### src/rtl/sp_pkg.sv
package sp_pkg;
   typedef enum logic [2:0] {
      ST_IDLE  = 3'd0,
      ST_ISSUE = 3'd1,
      ST_WAIT  = 3'd2,
      ST_CMP   = 3'd3,
      ST_HOLD  = 3'd4
   } sp_state_t;

   // relation of the probed entry to the target
   typedef enum logic [1:0] {
      REL_EQ = 2'd0,
      REL_LT = 2'd1,
      REL_GT = 2'd2
   } sp_rel_t;
endpackage

### src/rtl/sp_sync.sv
module sp_sync #(
   parameter int STAGES = 2
) (
   input  logic clk,
   input  logic rst,
   input  logic d,
   output logic q
);
   generate
      if (STAGES < 1) begin : g_bad_stages
         $error("sp_sync: STAGES must be at least 1");
      end
   endgenerate

   logic [STAGES-1:0] chain;

   generate
      if (STAGES == 1) begin : g_single
         always_ff @(posedge clk) begin
            if (rst) chain[0] <= 1'b0;
            else     chain[0] <= d;
         end
      end else begin : g_multi
         always_ff @(posedge clk) begin
            if (rst) chain <= '0;
            else     chain <= {chain[STAGES-2:0], d};
         end
      end
   endgenerate

   assign q = chain[STAGES-1];
endmodule

### src/rtl/sp_path.sv
module sp_path
   import sp_pkg::*;
#(
   parameter int DATA_W = 8,
   parameter int ADDR_W = 5
) (
   input  logic              clk,
   input  logic              rst,
   input  logic              init,
   input  logic              load_probe,
   input  logic              go_lo,
   input  logic              go_hi,
   input  logic [DATA_W-1:0] target,
   input  logic [DATA_W-1:0] rdata,
   output logic [ADDR_W-1:0] probe,
   output logic              empty,
   output logic              probe_zero,
   output sp_rel_t           rel
);
   localparam int BND_W = ADDR_W + 1;
   localparam int SUM_W = ADDR_W + 2;
   localparam logic [BND_W-1:0] TOP_IDX = BND_W'((1 << ADDR_W) - 1);

   logic [BND_W-1:0]  low_q, high_q;
   logic [DATA_W-1:0] tgt_q;
   logic [SUM_W-1:0]  sum;
   logic [ADDR_W-1:0] mid;

   assign sum = SUM_W'(low_q) + SUM_W'(high_q);
   assign mid = sum[ADDR_W:1];

   always_ff @(posedge clk) begin
      if (rst) begin
         low_q  <= '0;
         high_q <= TOP_IDX;
         tgt_q  <= '0;
         probe  <= '0;
      end else begin
         if (init) begin
            low_q  <= '0;
            high_q <= TOP_IDX;
            tgt_q  <= target;
         end
         if (load_probe) probe <= mid;
         if (go_lo) high_q <= {1'b0, probe} - BND_W'(1);
         if (go_hi) low_q  <= {1'b0, probe} + BND_W'(1);
      end
   end

   assign empty      = (low_q > high_q);
   assign probe_zero = (probe == '0);

   always_comb begin
      if (rdata == tgt_q)     rel = REL_EQ;
      else if (rdata > tgt_q) rel = REL_GT;
      else                    rel = REL_LT;
   end

   // a freshly issued probe lies inside the window
   p_probe_in_window_r3: assert property (@(posedge clk) disable iff (rst)
      load_probe |=> ({1'b0, probe} >= low_q) && ({1'b0, probe} <= high_q));

   // captured target only changes on acceptance
   p_target_kept_r10: assert property (@(posedge clk) disable iff (rst)
      !init |=> $stable(tgt_q));
endmodule

### src/rtl/sp_ctrl.sv
module sp_ctrl
   import sp_pkg::*;
#(
   parameter int ADDR_W = 5
) (
   input  logic              clk,
   input  logic              rst,
   input  logic              go,
   input  sp_rel_t           rel,
   input  logic              empty,
   input  logic              probe_zero,
   input  logic [ADDR_W-1:0] probe,
   output logic              init,
   output logic              load_probe,
   output logic              go_lo,
   output logic              go_hi,
   output logic              done,
   output logic              found,
   output logic [ADDR_W-1:0] loc
);
   sp_state_t st, st_n;

   always_comb begin
      st_n       = st;
      init       = 1'b0;
      load_probe = 1'b0;
      go_lo      = 1'b0;
      go_hi      = 1'b0;
      case (st)
         ST_IDLE:  if (go) begin init = 1'b1; st_n = ST_ISSUE; end
         ST_ISSUE: if (empty) st_n = ST_HOLD;
                   else begin load_probe = 1'b1; st_n = ST_WAIT; end
         ST_WAIT:  st_n = ST_CMP;
         ST_CMP: begin
            case (rel)
               REL_EQ: st_n = ST_HOLD;
               REL_GT: if (probe_zero) st_n = ST_HOLD;
                       else begin go_lo = 1'b1; st_n = ST_ISSUE; end
               default: begin go_hi = 1'b1; st_n = ST_ISSUE; end
            endcase
         end
         ST_HOLD:  if (!go) st_n = ST_IDLE;
         default:  st_n = ST_IDLE;
      endcase
   end

   always_ff @(posedge clk) begin
      if (rst) begin
         st    <= ST_IDLE;
         done  <= 1'b0;
         found <= 1'b0;
         loc   <= '0;
      end else begin
         st <= st_n;
         if (st != ST_HOLD && st_n == ST_HOLD) begin
            done <= 1'b1;
            if (st == ST_CMP && rel == REL_EQ) begin
               found <= 1'b1;
               loc   <= probe;
            end
         end else if (st == ST_HOLD && st_n == ST_IDLE) begin
            done  <= 1'b0;
            found <= 1'b0;
            loc   <= '0;
         end
      end
   end


   p_found_needs_done_r11: assert property (@(posedge clk) disable iff (rst)
      found |-> done);

   // compare only after the wait cycle, with the address unchanged
   p_cmp_after_wait_r4: assert property (@(posedge clk) disable iff (rst)
      (st == ST_CMP) |-> ($past(st) == ST_WAIT) && $stable(probe));

   // results hold while start stays high
   p_hold_keeps_r8: assert property (@(posedge clk) disable iff (rst)
      (st == ST_HOLD && go) |=> done && $stable(found) && $stable(loc));

   // release clears the results
   p_release_clears_r8: assert property (@(posedge clk) disable iff (rst)
      (st == ST_HOLD && !go) |=> !done && !found);
endmodule

### src/rtl/sorted_seeker.sv
module sorted_seeker
   import sp_pkg::*;
#(
   parameter int DATA_W      = 8,
   parameter int ADDR_W      = 5,
   parameter int SYNC_STAGES = 2
) (
   input  logic              clk,
   input  logic              rst,
   input  logic              start_req,
   input  logic [DATA_W-1:0] target,
   output logic [ADDR_W-1:0] ram_addr,
   input  logic [DATA_W-1:0] ram_rdata,
   output logic [ADDR_W-1:0] loc,
   output logic              done,
   output logic              found
);
   generate
      if (DATA_W < 1) begin : g_bad_data
         $error("sorted_seeker: DATA_W must be positive");
      end
      if (ADDR_W < 1 || ADDR_W > 16) begin : g_bad_addr
         $error("sorted_seeker: ADDR_W out of range");
      end
   endgenerate

   logic    go, init, load_probe, go_lo, go_hi, empty, probe_zero;
   sp_rel_t rel;
   logic [ADDR_W-1:0] probe;

   sp_sync #(.STAGES(SYNC_STAGES)) u_sync (
      .clk(clk), .rst(rst), .d(start_req), .q(go));

   sp_path #(.DATA_W(DATA_W), .ADDR_W(ADDR_W)) u_path (
      .clk(clk), .rst(rst), .init(init), .load_probe(load_probe),
      .go_lo(go_lo), .go_hi(go_hi), .target(target), .rdata(ram_rdata),
      .probe(probe), .empty(empty), .probe_zero(probe_zero), .rel(rel));

   sp_ctrl #(.ADDR_W(ADDR_W)) u_ctrl (
      .clk(clk), .rst(rst), .go(go), .rel(rel), .empty(empty),
      .probe_zero(probe_zero), .probe(probe), .init(init),
      .load_probe(load_probe), .go_lo(go_lo), .go_hi(go_hi),
      .done(done), .found(found), .loc(loc));

   assign ram_addr = probe;
endmodule

### config.mk
export PLATFORM = sky130hd
export DESIGN_NAME = sorted_seeker
export DESIGN_NICKNAME = d
export VERILOG_FILES = /design/src/rtl/sp_pkg.sv /design/src/rtl/sp_sync.sv /design/src/rtl/sp_path.sv /design/src/rtl/sp_ctrl.sv /design/src/rtl/sorted_seeker.sv
export SDC_FILE = /design/constraint.sdc
export NUM_CORES = 1
export LEC_CHECK = 0
export BUFFER_PORTS_ARGS = -buffer_cell sky130_fd_sc_hd__buf_2
export CAP_MARGIN = 20
export CORE_ASPECT_RATIO = 0.5
export CORE_MARGIN = 3
export CORE_UTILIZATION = 30
export DETAILED_ROUTE_END_ITERATION = 8
export GPL_ROUTABILITY_DRIVEN = 0
export GPL_TIMING_DRIVEN = 0
export SETUP_SLACK_MARGIN = 0.5
export SLEW_MARGIN = 20
export SYNTH_ARGS = -nofsm -noshare
export SYNTH_HDL_FRONTEND = slang
export SYNTH_SLANG_ARGS = --single-unit
### constraint.sdc
create_clock -name clk -period 4.12 [get_ports clk]
set_clock_uncertainty 0.2 [all_clocks]
set_input_delay 0.618 -clock clk [delete_from_list [all_inputs] [get_ports clk]]
set_output_delay 0.618 -clock clk [all_outputs]
set_load 0.01 [all_outputs]
Yosys cells after proc, flatten, opt, wreduce, memory -nomap -nowiden
Cells that the tools add are included.
{"block": "totals", "ff_bits": 37, "out_inout_bits": 12}
{"block": "classes", "addsub": 3, "magnitude_cmp": 2, "n_eq_ne": 9, "n_mux": 28, "reduce_logical": 12}
{"cell": "$mux 6", "n": 4}
{"cell": "$mux 5", "n": 3}
{"cell": "$pmux 3 s5", "n": 1}
{"cell": "$mux 1", "n": 13}
{"cell": "$mux 3", "n": 4}
{"cell": "$eq 8x8->1", "n": 1}
{"cell": "$gt 8x8->1", "n": 1}
{"cell": "$add 5x1->6 const B", "n": 1}
{"cell": "$add 6x6->6", "n": 1}
{"cell": "$eq 3x2->1 const B", "n": 2}
{"cell": "$eq 3x3->1 const B", "n": 2}
{"cell": "$gt 6x6->1", "n": 1}
{"cell": "$logic_not 3->1", "n": 2}
{"cell": "$pmux 3 s2", "n": 1}
{"cell": "$reduce_bool 2->1", "n": 3}
{"cell": "$sub 5x1->6 const B", "n": 1}
{"cell": "$logic_not 5->1", "n": 1}
{"cell": "$mux 2", "n": 2}
{"cell": "$eq 3x1->1 const B", "n": 1}
{"cell": "$logic_and 1x1->1", "n": 3}
{"cell": "$ne 3x3->1 const B", "n": 1}
{"cell": "$eq 2x2->1 const B", "n": 1}
{"cell": "$logic_not 2->1", "n": 1}
{"cell": "$ne 2x2->1 const B", "n": 1}
{"cell": "other kinds (2)", "n": 2}

Depth between registers and ports, before layout
Gate-level depths: netlist (run 1).
{"block": "logic_depth", "word_depth": 10, "ltp_mapped": 8}

By module
A second synthesis (run 1) with hierarchy kept.
{"block": "hier_totals", "hier_cells": 240, "hier_area_um2": 2139.6}
{"mod": "sp_path", "n_inst": 1, "cells_each": 187, "area_each_um2": 1599.0, "seq_area_each_um2": 500.5}
{"mod": "sp_ctrl", "n_inst": 1, "cells_each": 49, "area_each_um2": 488.0, "seq_area_each_um2": 200.2}
{"mod": "sp_sync", "n_inst": 1, "cells_each": 4, "area_each_um2": 52.6, "seq_area_each_um2": 40.0}

Worst setup path before layout (run 1)
Ideal clock, no wire load.
{"block": "synth_path", "kind": "input-to-reg", "from": "input port ram_rdata[5]", "to": "register u_path.low_q[5]", "t_arrival_ps": 2029, "required_time_ps": 3819, "slack_ps": 1790, "stages": 7, "cell_sequence": "ha_1 -> a211o_1 -> o211ai_1 -> and3_1 -> buf_2 -> nand2_1 -> o41ai_1"}
{"block": "synth_via", "elab_chain_len": 8, "word_cells_on_any_way": 11}
{"element": "start, declared", "line": "sorted_seeker.sv:13", "source": "input logic [DATA_W-1:0] ram_rdata,"}
{"element": "$gt 8x8->1", "line": "sp_path.sv:55", "source": "else if (rdata > tgt_q) rel = REL_GT;"}
{"element": "$mux 2", "line": "sp_path.sv:55"}
{"element": "$mux 2 *", "line": "sp_path.sv:54", "source": "if (rdata == tgt_q) rel = REL_EQ;"}
{"element": "$eq 2x2->1 / $logic_not 2->1 (equally long branches)", "line": "sp_ctrl.sv:35", "source": "case (rel)"}
{"element": "$reduce_or 2->1 (no source line) *"}
{"element": "$mux 1 *", "line": "sp_ctrl.sv:35"}
{"element": "$mux 1 *", "line": "sp_ctrl.sv:29", "source": "case (st)"}
{"element": "$mux 6 / $reduce_bool 2->1 (equally long branches)"}
{"element": "end signal, assigned", "line": "sp_path.sv:46", "source": "if (go_hi) low_q <= {1'b0, probe} + BND_W'(1);"}
{"element": "end, declared", "line": "sp_path.sv:24", "source": "logic [BND_W-1:0] low_q, high_q;"}
Every way passes the cells marked *; elsewhere a longest branch is shown, timed or not.
A chain may end at the register's enable or synchronous reset.

Final worst setup path (run 1)
Ends and elaborated chain as after synthesis.

==> metrics list, run 1 <==
* Startpoint Class: input pin
- Counting instances, the worst hold path has a depth of 1.
- For this run the aggregate overflow at the end of global routing stands at 0.
* Worst min-delay path category: reg -> reg
- The longest clock path from root to sink contains 2 buffers.
* Comb power frac: 0.131
- The flow ran to the end, and the final reports show no timing, DRC or antenna violations.
* Number of slew-limit violations in the final report: 0
* Number of global-route vias before repair: 2,010
- For this run, the number of standard cells in the final layout without fillers is 389.
* Post-layout nets: 338
- WP buf/inv: 2
* Final worst hold slack: 233 ps
- Total nets after synthesis: 302
* Share of flip-flops with an asynchronous set or reset after synthesis: 0
- Achievable Freq: 416 MHz
- In the synthesized netlist, the number of instances is 261.
- Unrepaired setup endpoints after global routing: no
* Total via count after detailed routing: 2,019
* Die Footprint: 0.00843 mm2
- Endpoint of the worst hold-timing path: u_sync.chain[1]$_SDFF_PP0_
- Clock latency on the worst-skew pair: 280 ps
* Number of buffers created by CTS: 5
- Type of the worst setup path: in -> reg
- The synthesized netlist occupies a cell area of 0.00219 mm2.
* Post-synthesis share of cell area spent on xor and xnor gates: 0.0320
- The post-synthesis compound-gate area fraction is 0.220.
- The H-tree generated during clock tree synthesis spans 2 levels.
* Total of fill cells in the finished design: 706
* Number of synthesized register bits: 37
- The share of total power dissipated in the clock network is 0.432.
- For the pin with the worst max-slew slack, the measured transition is 693 ps.
* Vertical extent of the die: 66.4 um
- Of the total synthesized cell area, the portion taken by AND, OR, NAND and NOR gates is 0.210.
- Once detail routing completed, the nets flagged for antenna violations numbered 0.
- The number of hold-slack violations in the final timing report was 0.
- Fraction of layout instances using a drive strength above 1: 0.168
- The tree is rooted in a sky130_fd_sc_hd__clkbuf_16.
- DR vias/cell: 5.19
- Of the total synthesized cell area, the portion taken by full adders, half adders and majority gates is 0.129.
* Wire length of the first global-routing pass: 9440 um
- In this run the horizontal extent of the chip is 127 um.
* Main combinational cell family by area after synthesis: compound AO/OA/AOI/OAI gates
* Number of enable-type register cells in the synthesized netlist: 0
- The area growth from synthesis to layout is 18.4%.
* Total GRT Usage: 0.139
* Cell class contributing the biggest share of worst-path delay: compound AO/OA/AOI/OAI gates
- The worst setup path is captured at a flip-flop.
- Wire per inst: 14.6 um
- The share of synthesized area in the top cell type comes to 0.338.
- Internal power: 0.000650 W
- The number of setup buffers added after CTS is 0.
* Count of different cell masters after synthesis: 49
- Power dissipated by switching net loads: 0.000211 W
- The initial utilization of the core area, before any placement, comes to 0.318.
* Antenna diode count: 0
- Drt pass-1 iters: 4
- Power density of the placed cells: 332 mW/mm2
- Initial antenna violation count: 0
- The worst register-to-register path ends at u_ctrl.st[2]$_SDFF_PP0_.
- For this run, the slowest stage of the critical path takes 350 ps.
- Entering global routing, the biggest net connects 11 pins.
- The startpoint identified for the worst register-to-register timing path is u_path.high_q[4]$_SDFFE_PP1P_.
- Once detailed placement completed, the half-perimeter wirelength came to 4290 um.
- The largest total area in the synthesized netlist belongs to sky130_fd_sc_hd__dfxtp_1.
* Crit path arrival time: 2380 ps
- Mean instance size in the synthesized netlist: 8.39 um2
- Setup violations remaining at the end of the flow were counted as 0.
- The first routing iteration left 93 violations.
- Req. time, crit path: 4100 ps
- In the finished design, the share of the clock period the worst path needs comes to 0.583.
* Count of hold buffers inserted by post-cts repair: 0
- The worst pin sits at a relative slew slack of 0.533.
* CTS Sinks: 37
* Synth top area cells: sky130_fd_sc_hd__dfxtp_1 (34%), sky130_fd_sc_hd__ha_1 (12%), sky130_fd_sc_hd__a21oi_1 (5.5%)
- For the worst flop-to-flop path, the logic depth is 8.
* Post-synthesis mux area share: 0
- Number of port buffers: 29
- In this run the most critical hold path is launched from u_sync.chain[0]$_SDFF_PP0_.
* Clock period minus worst slack: 2400 ps
* Static leakage: 1.04 nW
- Of the synthesized area, sequential elements account for 0.338.
- The worst-case IR drop observed on VDD is 128 uV.
- Post-CTS Resized: 0
* DRC violation count after routing: 0
* Final sum of negative setup slack: 0 ps
- Worst setup slack for register-to-register paths: 1740 ps
- Most used flip-flop cell after synthesis: sky130_fd_sc_hd__dfxtp_1
- Critical path, cell by cell: buf_2, ha_1, a211o_1, o211ai_1, and3_1, buf_2, nand2_1, o41ai_1
- Overall routed net length: 5660 um
* Clock-pin slew on the worst setup and hold paths: 50 ps
- Share of total power in sequential cells: 0.438
* Clock tree from TritonCTS: done
* Number of placed instances, taps included: 382
- Max-Cap Viols: 0
- Row generation in the floorplan step produced 21 rows.
* Standard cell core area: 0.00688 mm2
- In this run the worst path has a maximum fanout of 10.
* Top cell by count, worst path: sky130_fd_sc_hd__buf_2
- Ports placed on the boundary: 31
- The slowest stage of the critical path belongs to the cell sky130_fd_sc_hd__o41ai_1.
- Warnings, synthesis: 0
- Of the total power, the share spent switching nets is 0.245.
[layout make-up]
type / count / area (um2) / share of cell area
multi-input combinational: 187 / 1290 / 0.499
sequential: 37 / 741 / 0.286
timing repair buffer: 29 / 145 / 0.0560
clock buffer: 7 / 143 / 0.0550
tap: 92 / 115 / 0.0444
inverter: 23 / 86.3 / 0.0333
buffer: 14 / 70.1 / 0.0270
[per-stage QoR]
| step | cell area, um2 | util | power, W | worst slack (ps) |
|---|---|---|---|---|
| 3_5_place_dp | 2450 | 0.356 | 0.000497 | 1410 |
| 5_1_grt | 2590 | 0.377 | 0.000894 | 1540 |
| 4_1_cts | 2590 | 0.377 | 0.000866 | 1720 |
| 3_3_place_gp | 2450 | 0.356 | 0.000494 | 1480 |
| 6_report | 2590 | 0.377 | 0.000861 | 1720 |
| 2_1_floorplan | 2190 | - | 0.000459 | 1790 |
[logic make-up after synthesis]
group           after synthesis
simple gates                 87
compound gates               70
buf+inv                      37
flops                        37
fa+ha+maj                    22
xor+xnor                      8
[sequential cells by signal (all words and copies together) (netlist names)]
name,count
u_ctrl.done,1
u_sync.chain,2
u_ctrl.found,1
u_path.probe,5
u_path.tgt_q,8
u_path.low_q,6
u_ctrl.loc,5
u_path.high_q,6
u_ctrl.st,3
[Yosys cell counts (all sizes together) (2+ instances only)]
| master | count |
|---|---|
| dfxtp | 37 |
| nand2 | 29 |
| a21oi | 25 |
| inv | 22 |
| ha | 21 |
| nand3 | 13 |
| nor2 | 10 |
| o21ai | 9 |
| nor3 | 8 |
| buf | 7 |
| clkbuf | 7 |
| a211oi | 6 |
| nand3b | 5 |
| nor2b | 5 |
| a21o | 4 |
| nand4 | 4 |
| o211ai | 4 |
| xnor2 | 4 |
| xor2 | 4 |
| o2111ai | 3 |
| o31ai | 3 |
| o41ai | 3 |
| a31o | 2 |
| a31oi | 2 |
| and2 | 2 |
| nand2b | 2 |
| or3 | 2 |
[power by group through the flow]
stage	Clock, W	Combinational [W]	Sequential [W]
6_report	0.000372	0.000112	0.000377
5_1_grt	0.000390	0.000126	0.000378
4_1_cts	0.000377	0.000113	0.000377
3_5_place_dp	0	0.000112	0.000384
3_3_place_gp	0	0.000110	0.000384
2_1_floorplan	0	0.0000769	0.000382
[worst max path at each step]
stage                             from                           end  slack, ps  depth (start not counted)
after floorplan           ram_rdata[5]  u_path.low_q[5]$_SDFFE_PP0P_       1790                          7
after global placement    ram_rdata[5]  u_path.low_q[5]$_SDFFE_PP0P_       1480                          8
after detailed placement  ram_rdata[5]  u_path.low_q[5]$_SDFFE_PP0P_       1410                          8
after CTS                 ram_rdata[5]  u_path.low_q[5]$_SDFFE_PP0P_       1720                          8
after global routing      ram_rdata[5]  u_path.low_q[5]$_SDFFE_PP0P_       1540                          8
final                     ram_rdata[5]  u_path.low_q[5]$_SDFFE_PP0P_       1720                          8
[layout by cell type (no fill, tap or decap), types with 9 or more instances in the layout]
cell	n
sky130_fd_sc_hd__nand3_1	13
sky130_fd_sc_hd__nor2_1	10
sky130_fd_sc_hd__dfxtp_1	37
sky130_fd_sc_hd__o21ai_0	9
sky130_fd_sc_hd__inv_1	22
sky130_fd_sc_hd__a21oi_1	24
sky130_fd_sc_hd__nand2_1	29
sky130_fd_sc_hd__ha_1	21
sky130_fd_sc_hd__buf_2	34
[per-layer routing]
layer	track usage	up-vias	routed length (um)
met5	0	-	0
met4	0.0428	0	71
met3	0.0234	9	218
met2	0.237	40	2600
met1	0.180	968	2770
li1	-	1002	-
No activity file was read; power rests on OpenSTA's default activity.
==> run 2, diff against run 1 <==
==> constraint.sdc (replaced) <==
create_clock -name clk -period 2.09 [get_ports clk]
set_clock_uncertainty 0.2 [all_clocks]
set_input_delay 0.3135 -clock clk [delete_from_list [all_inputs] [get_ports clk]]
set_output_delay 0.3135 -clock clk [all_outputs]
set_load 0.01 [all_outputs]
==> run 2 against run 1 <==
  * Global-route usage grew 1.7 points
  * Via count grew 8.5%
  * Critical endpoint is now u_path.high_q[1]$_SDFFE_PP1P_
  * Combinational power grew to 3.5 times the previous value
  * Sequential cell count is the same
  * Final cell count grew 7.2%
  * Non-clock buffer count grew 27
  * Critical path depth shrank 1
  * Cell area grew 30%
  * Largest cell class unchanged
  * Power grew 130%
  * Setup slack lost 1700 ps
==> metrics list, run 2 (same netlist as run 1, synthesis figures left out) <==
- The iteration count of the initial detailed-routing pass was 4 (unchanged).
- The number of maximum-capacitance violations came to 0 (unchanged).
- Register with the most flip-flops: u_path.tgt_q
- The data arrival time of the worst path came to 2020 ps (-360 ps).
- The leakage power came to 1.29 nW (+24%).
- The total of buffers placed on input and output ports is 29 (unchanged).
* Final Non-Filler Cells: 417 (+7.2%)
- Endpoint of the worst hold-timing path: u_sync.chain[0]$_SDFF_PP0_
- The remaining antenna violation count was 0 (unchanged).
- The number of primary I/O pins was 31 (unchanged).
* Most frequent cells in the layout: sky130_fd_sc_hd__buf_2 (30), sky130_fd_sc_hd__nand2_1 (26), sky130_fd_sc_hd__buf_4 (22), sky130_fd_sc_hd__dfxtp_1 (21), sky130_fd_sc_hd__a21oi_1 (15)
* Startpoint Class: flip-flop
* Fraction of layout instances using a drive strength above 1: 0.517 (+0.349)
* Final hold violation count: 0 (unchanged)
* CTS Sinks: 37 (unchanged)
* Clock tree root driver cell: sky130_fd_sc_hd__clkbuf_16
- The global-route usage over all layers is 0.156 (+0.0171).
- Clock latency on the worst-skew pair: 280 ps (about the same)
- Worst IR drop on VDD: 318 uV (+150%)
* Type of the worst setup path: reg -> reg
- Minimum setup slack after placement: -88.9 ps (-1500 ps)
- The number of cells traversed by the worst hold path was 2 (+1).
* Total via count after detailed routing: 2,191 (+8.5%)
- Uppermost routed layer: met4
- The slew of the pin with the lowest slew margin came to 664 ps (-28.2 ps).
- The slack of the worst reg-to-reg path is 30 ps (-1710 ps).
- Met2 routed WL: 3330 um (+28%)
- Growth of design area from synthesis to finish: 53.5%
- The starting density of the core was 0.318 (unchanged).
- The overall die height came to 66.4 um (unchanged).
- The first-pass GRT wire length came to 10,400 um (+9.7%).
- Standard cell area after detailed placement: 0.00263 mm2 (+7.2%)
- Number of global-route vias before repair: 2,097 (+4.3%)
- The largest net degree at the start of global routing came to 12 (+1).
- Overflow left after global routing: 0 (unchanged)
* Initial antenna violation count: 0 (unchanged)
- Antenna diode count: 0 (unchanged)
- The worst hold path begins at start_req.
- Clock period minus worst slack: 2060 ps
- The cell internal power dissipation was 0.00150 W (+130%).
- Power density of the placed cells: 598 mW/mm2 (+80%)
- The number of filler cells placed in the layout came to 615 (-13%).
- The H-tree depth reported by CTS came to 2 (unchanged).
- The number of buffers between clock root and the deepest sink was 2 (unchanged).
- WP buf/inv: 1 (-1)
- Among all stages on the critical path, the largest delay is contributed by sky130_fd_sc_hd__or3b_4.
* Post-layout nets: 365 (+8.0%)
- The sum of routed wire segments on met1 came to 3050 um (+10%).
* DR WL met3: 354 um (+62%)
- The switching share of power came to 0.251 (+0.00638).
- Comb power frac: 0.193 (+0.062)
- TritonCTS built the clock tree.
* Worst min-delay path category: in -> reg
- Largest regs: u_path.tgt_q (8), u_path.high_q (6), u_path.low_q (6)
- Power dissipated by switching net loads: 0.000505 W (+140%)
- The post-route worst hold slack was 62.9 ps (-170 ps).
- The sequential share of power was 0.368 (-0.070).
- Worst-case reg-to-reg path depth: 7 (-1)
* Maximum cell stage delay along the critical path: 370 ps (+20 ps)
- Maximum fanout along the worst path: 4 (-6)
- Result of the run: completed
- Wire per inst: 16.6 um (+14%)
- The vias per cell is 5.25 (+1.2%).
* Die Width: 127 um (unchanged)
* Part of the cycle the worst path needs: 0.984
* Standard cell core area: 0.00688 mm2 (unchanged)
* Overall routed net length: 6920 um (+22%)
* First-iteration detailed-routing DRC count: 86 (-7.5%)
* Core Rows: 21 (unchanged)
* Final worst setup slack: 34.0 ps (-1680 ps)
- The count of hold buffers inserted by post-cts repair is 0 (unchanged).
- Number of placed instances, taps included: 382 (unchanged)
* Launch instance of the worst register-to-register path: u_path.probe[0]$_SDFFE_PP0P_
- The number of setup violations in the final report came to 0 (unchanged).
* Clock-pin slew on the worst setup and hold paths: 60 ps (about the same)
- Worst Setup End Kind: flip-flop
- DRC violation count after routing: 0 (unchanged)
* Achievable Freq: 486 MHz
- Cell class contributing the biggest share of worst-path delay: simple AND/OR/NAND/NOR gates
* Clock power frac: 0.439 (+0.007)
* Number of buffers created by CTS: 5 (unchanged)
- The remaining max-slew budget at the tightest pin was 0.557 (+0.0237).
- The required time reported for the critical path endpoint is 2060 ps (-2040 ps).
- The placed wire-length estimate after detailed placement was 4310 um (+0.51%).
- Leading cell type in the layout, fill and taps excluded: sky130_fd_sc_hd__buf_2
- The max-slew violation total from the final report came to 0 (unchanged).
* Unrepaired setup endpoints after global routing: yes
- Critical path, cell by cell: inv_4, ha_4, or3b_4, or2_4, and2_4, a2111oi_4, a21oi_2
- In this run the critical register-to-register path is captured at u_path.high_q[1]$_SDFFE_PP1P_.
- Flip-flop count of the largest register after layout: 8 (unchanged)
- Area of all placed cells without fillers: 0.00336 mm2 (+30%)
- The floorplan die area is 0.00843 mm2 (unchanged).
run 2: changes by cell type in the layout (fill, tap and decap cells not counted), moves of 10 or more:
cell | previous run | this run
sky130_fd_sc_hd__ha_1 | 21 | 9
sky130_fd_sc_hd__dfxtp_1 | 37 | 21
sky130_fd_sc_hd__dfxtp_2 | 0 | 12
sky130_fd_sc_hd__buf_4 | 1 | 22
sky130_fd_sc_hd__inv_1 | 22 | 10
sky130_fd_sc_hd__inv_2 | 0 | 10
sky130_fd_sc_hd__ha_4 | 0 | 12
run 2: how the worst max path moves through the flow:
stage	depth (start not counted)	slack, ps	startpoint	endpoint
final	7	30	u_path.probe[0]$_SDFFE_PP0P_	u_path.high_q[1]$_SDFFE_PP1P_
after global routing	7	-50	u_path.probe[0]$_SDFFE_PP0P_	u_path.high_q[1]$_SDFFE_PP1P_
after CTS	7	60	u_path.tgt_q[5]$_SDFFE_PP0P_	u_path.high_q[0]$_SDFFE_PP1P_
after detailed placement	7	-90	ram_rdata[3]	u_path.high_q[1]$_SDFFE_PP1P_
after global placement	7	-50	ram_rdata[3]	u_path.high_q[1]$_SDFFE_PP1P_
after floorplan	7	130	u_path.probe[0]$_SDFFE_PP0P_	u_path.high_q[1]$_SDFFE_PP1P_
run 2: worst reg2reg max path, delay by kind of cell (launching register included):
family | cells | cell delay [ps]
buffers and inverters | 1 | 70
flip-flops | 1 | 350
AND/OR/NAND/NOR | 3 | 800
AO/OA/AOI/OAI | 2 | 390
adder cells (fa/ha/maj) | 1 | 120
run 2: power groups by stage:
stage / clock network (W) / logic [W] / registers (W)
final: 0.000883 / 0.000388 / 0.000739
after global routing: 0.000924 / 0.000418 / 0.000740
after CTS: 0.000895 / 0.000325 / 0.000738
after detailed placement: 0 / 0.000248 / 0.000759
after global placement: 0 / 0.000244 / 0.000758
after floorplan: 0 / 0.000178 / 0.000756
run 2: per-layer routing:
layer	vias up	track usage
li1	1060	-
met1	1048	0.197
met2	64	0.266
met3	19	0.0266
met4	0	0.0615
met5	-	0
run 2: area by class of cell:
class / count / area [um2] / share of cell area
Buffer: 14 / 134 / 0.0398
Clock buffer: 7 / 143 / 0.0424
Clock inverter: 1 / 30.0 / 0.00893
Inverter: 23 / 91.3 / 0.0272
Multi-Input combinational cell: 187 / 1710 / 0.509
Sequential cell: 37 / 771 / 0.229
Tap cell: 92 / 115 / 0.0342
Timing Repair Buffer: 56 / 367 / 0.109
run 2: timing repair:
| item | CTS | global route |
|---|---|---|
| pin swaps | 21 | 23 |
| gates cloned | 2 | 0 |
| setup endpoints to repair | 35 | 35 |
| gates resized for setup | 30 | 60 |
| buffers inserted | 13 | 12 |
run 2: through the flow:
stage / power [W] / utilization / TNS (ps)
after floorplan: 0.000934 / - / 0
after global placement: 0.00100 / 0.382 / -78.2
after detailed placement: 0.00101 / 0.382 / -382
after CTS: 0.00196 / 0.447 / 0
after global routing: 0.00208 / 0.488 / -173
final: 0.00201 / 0.488 / 0
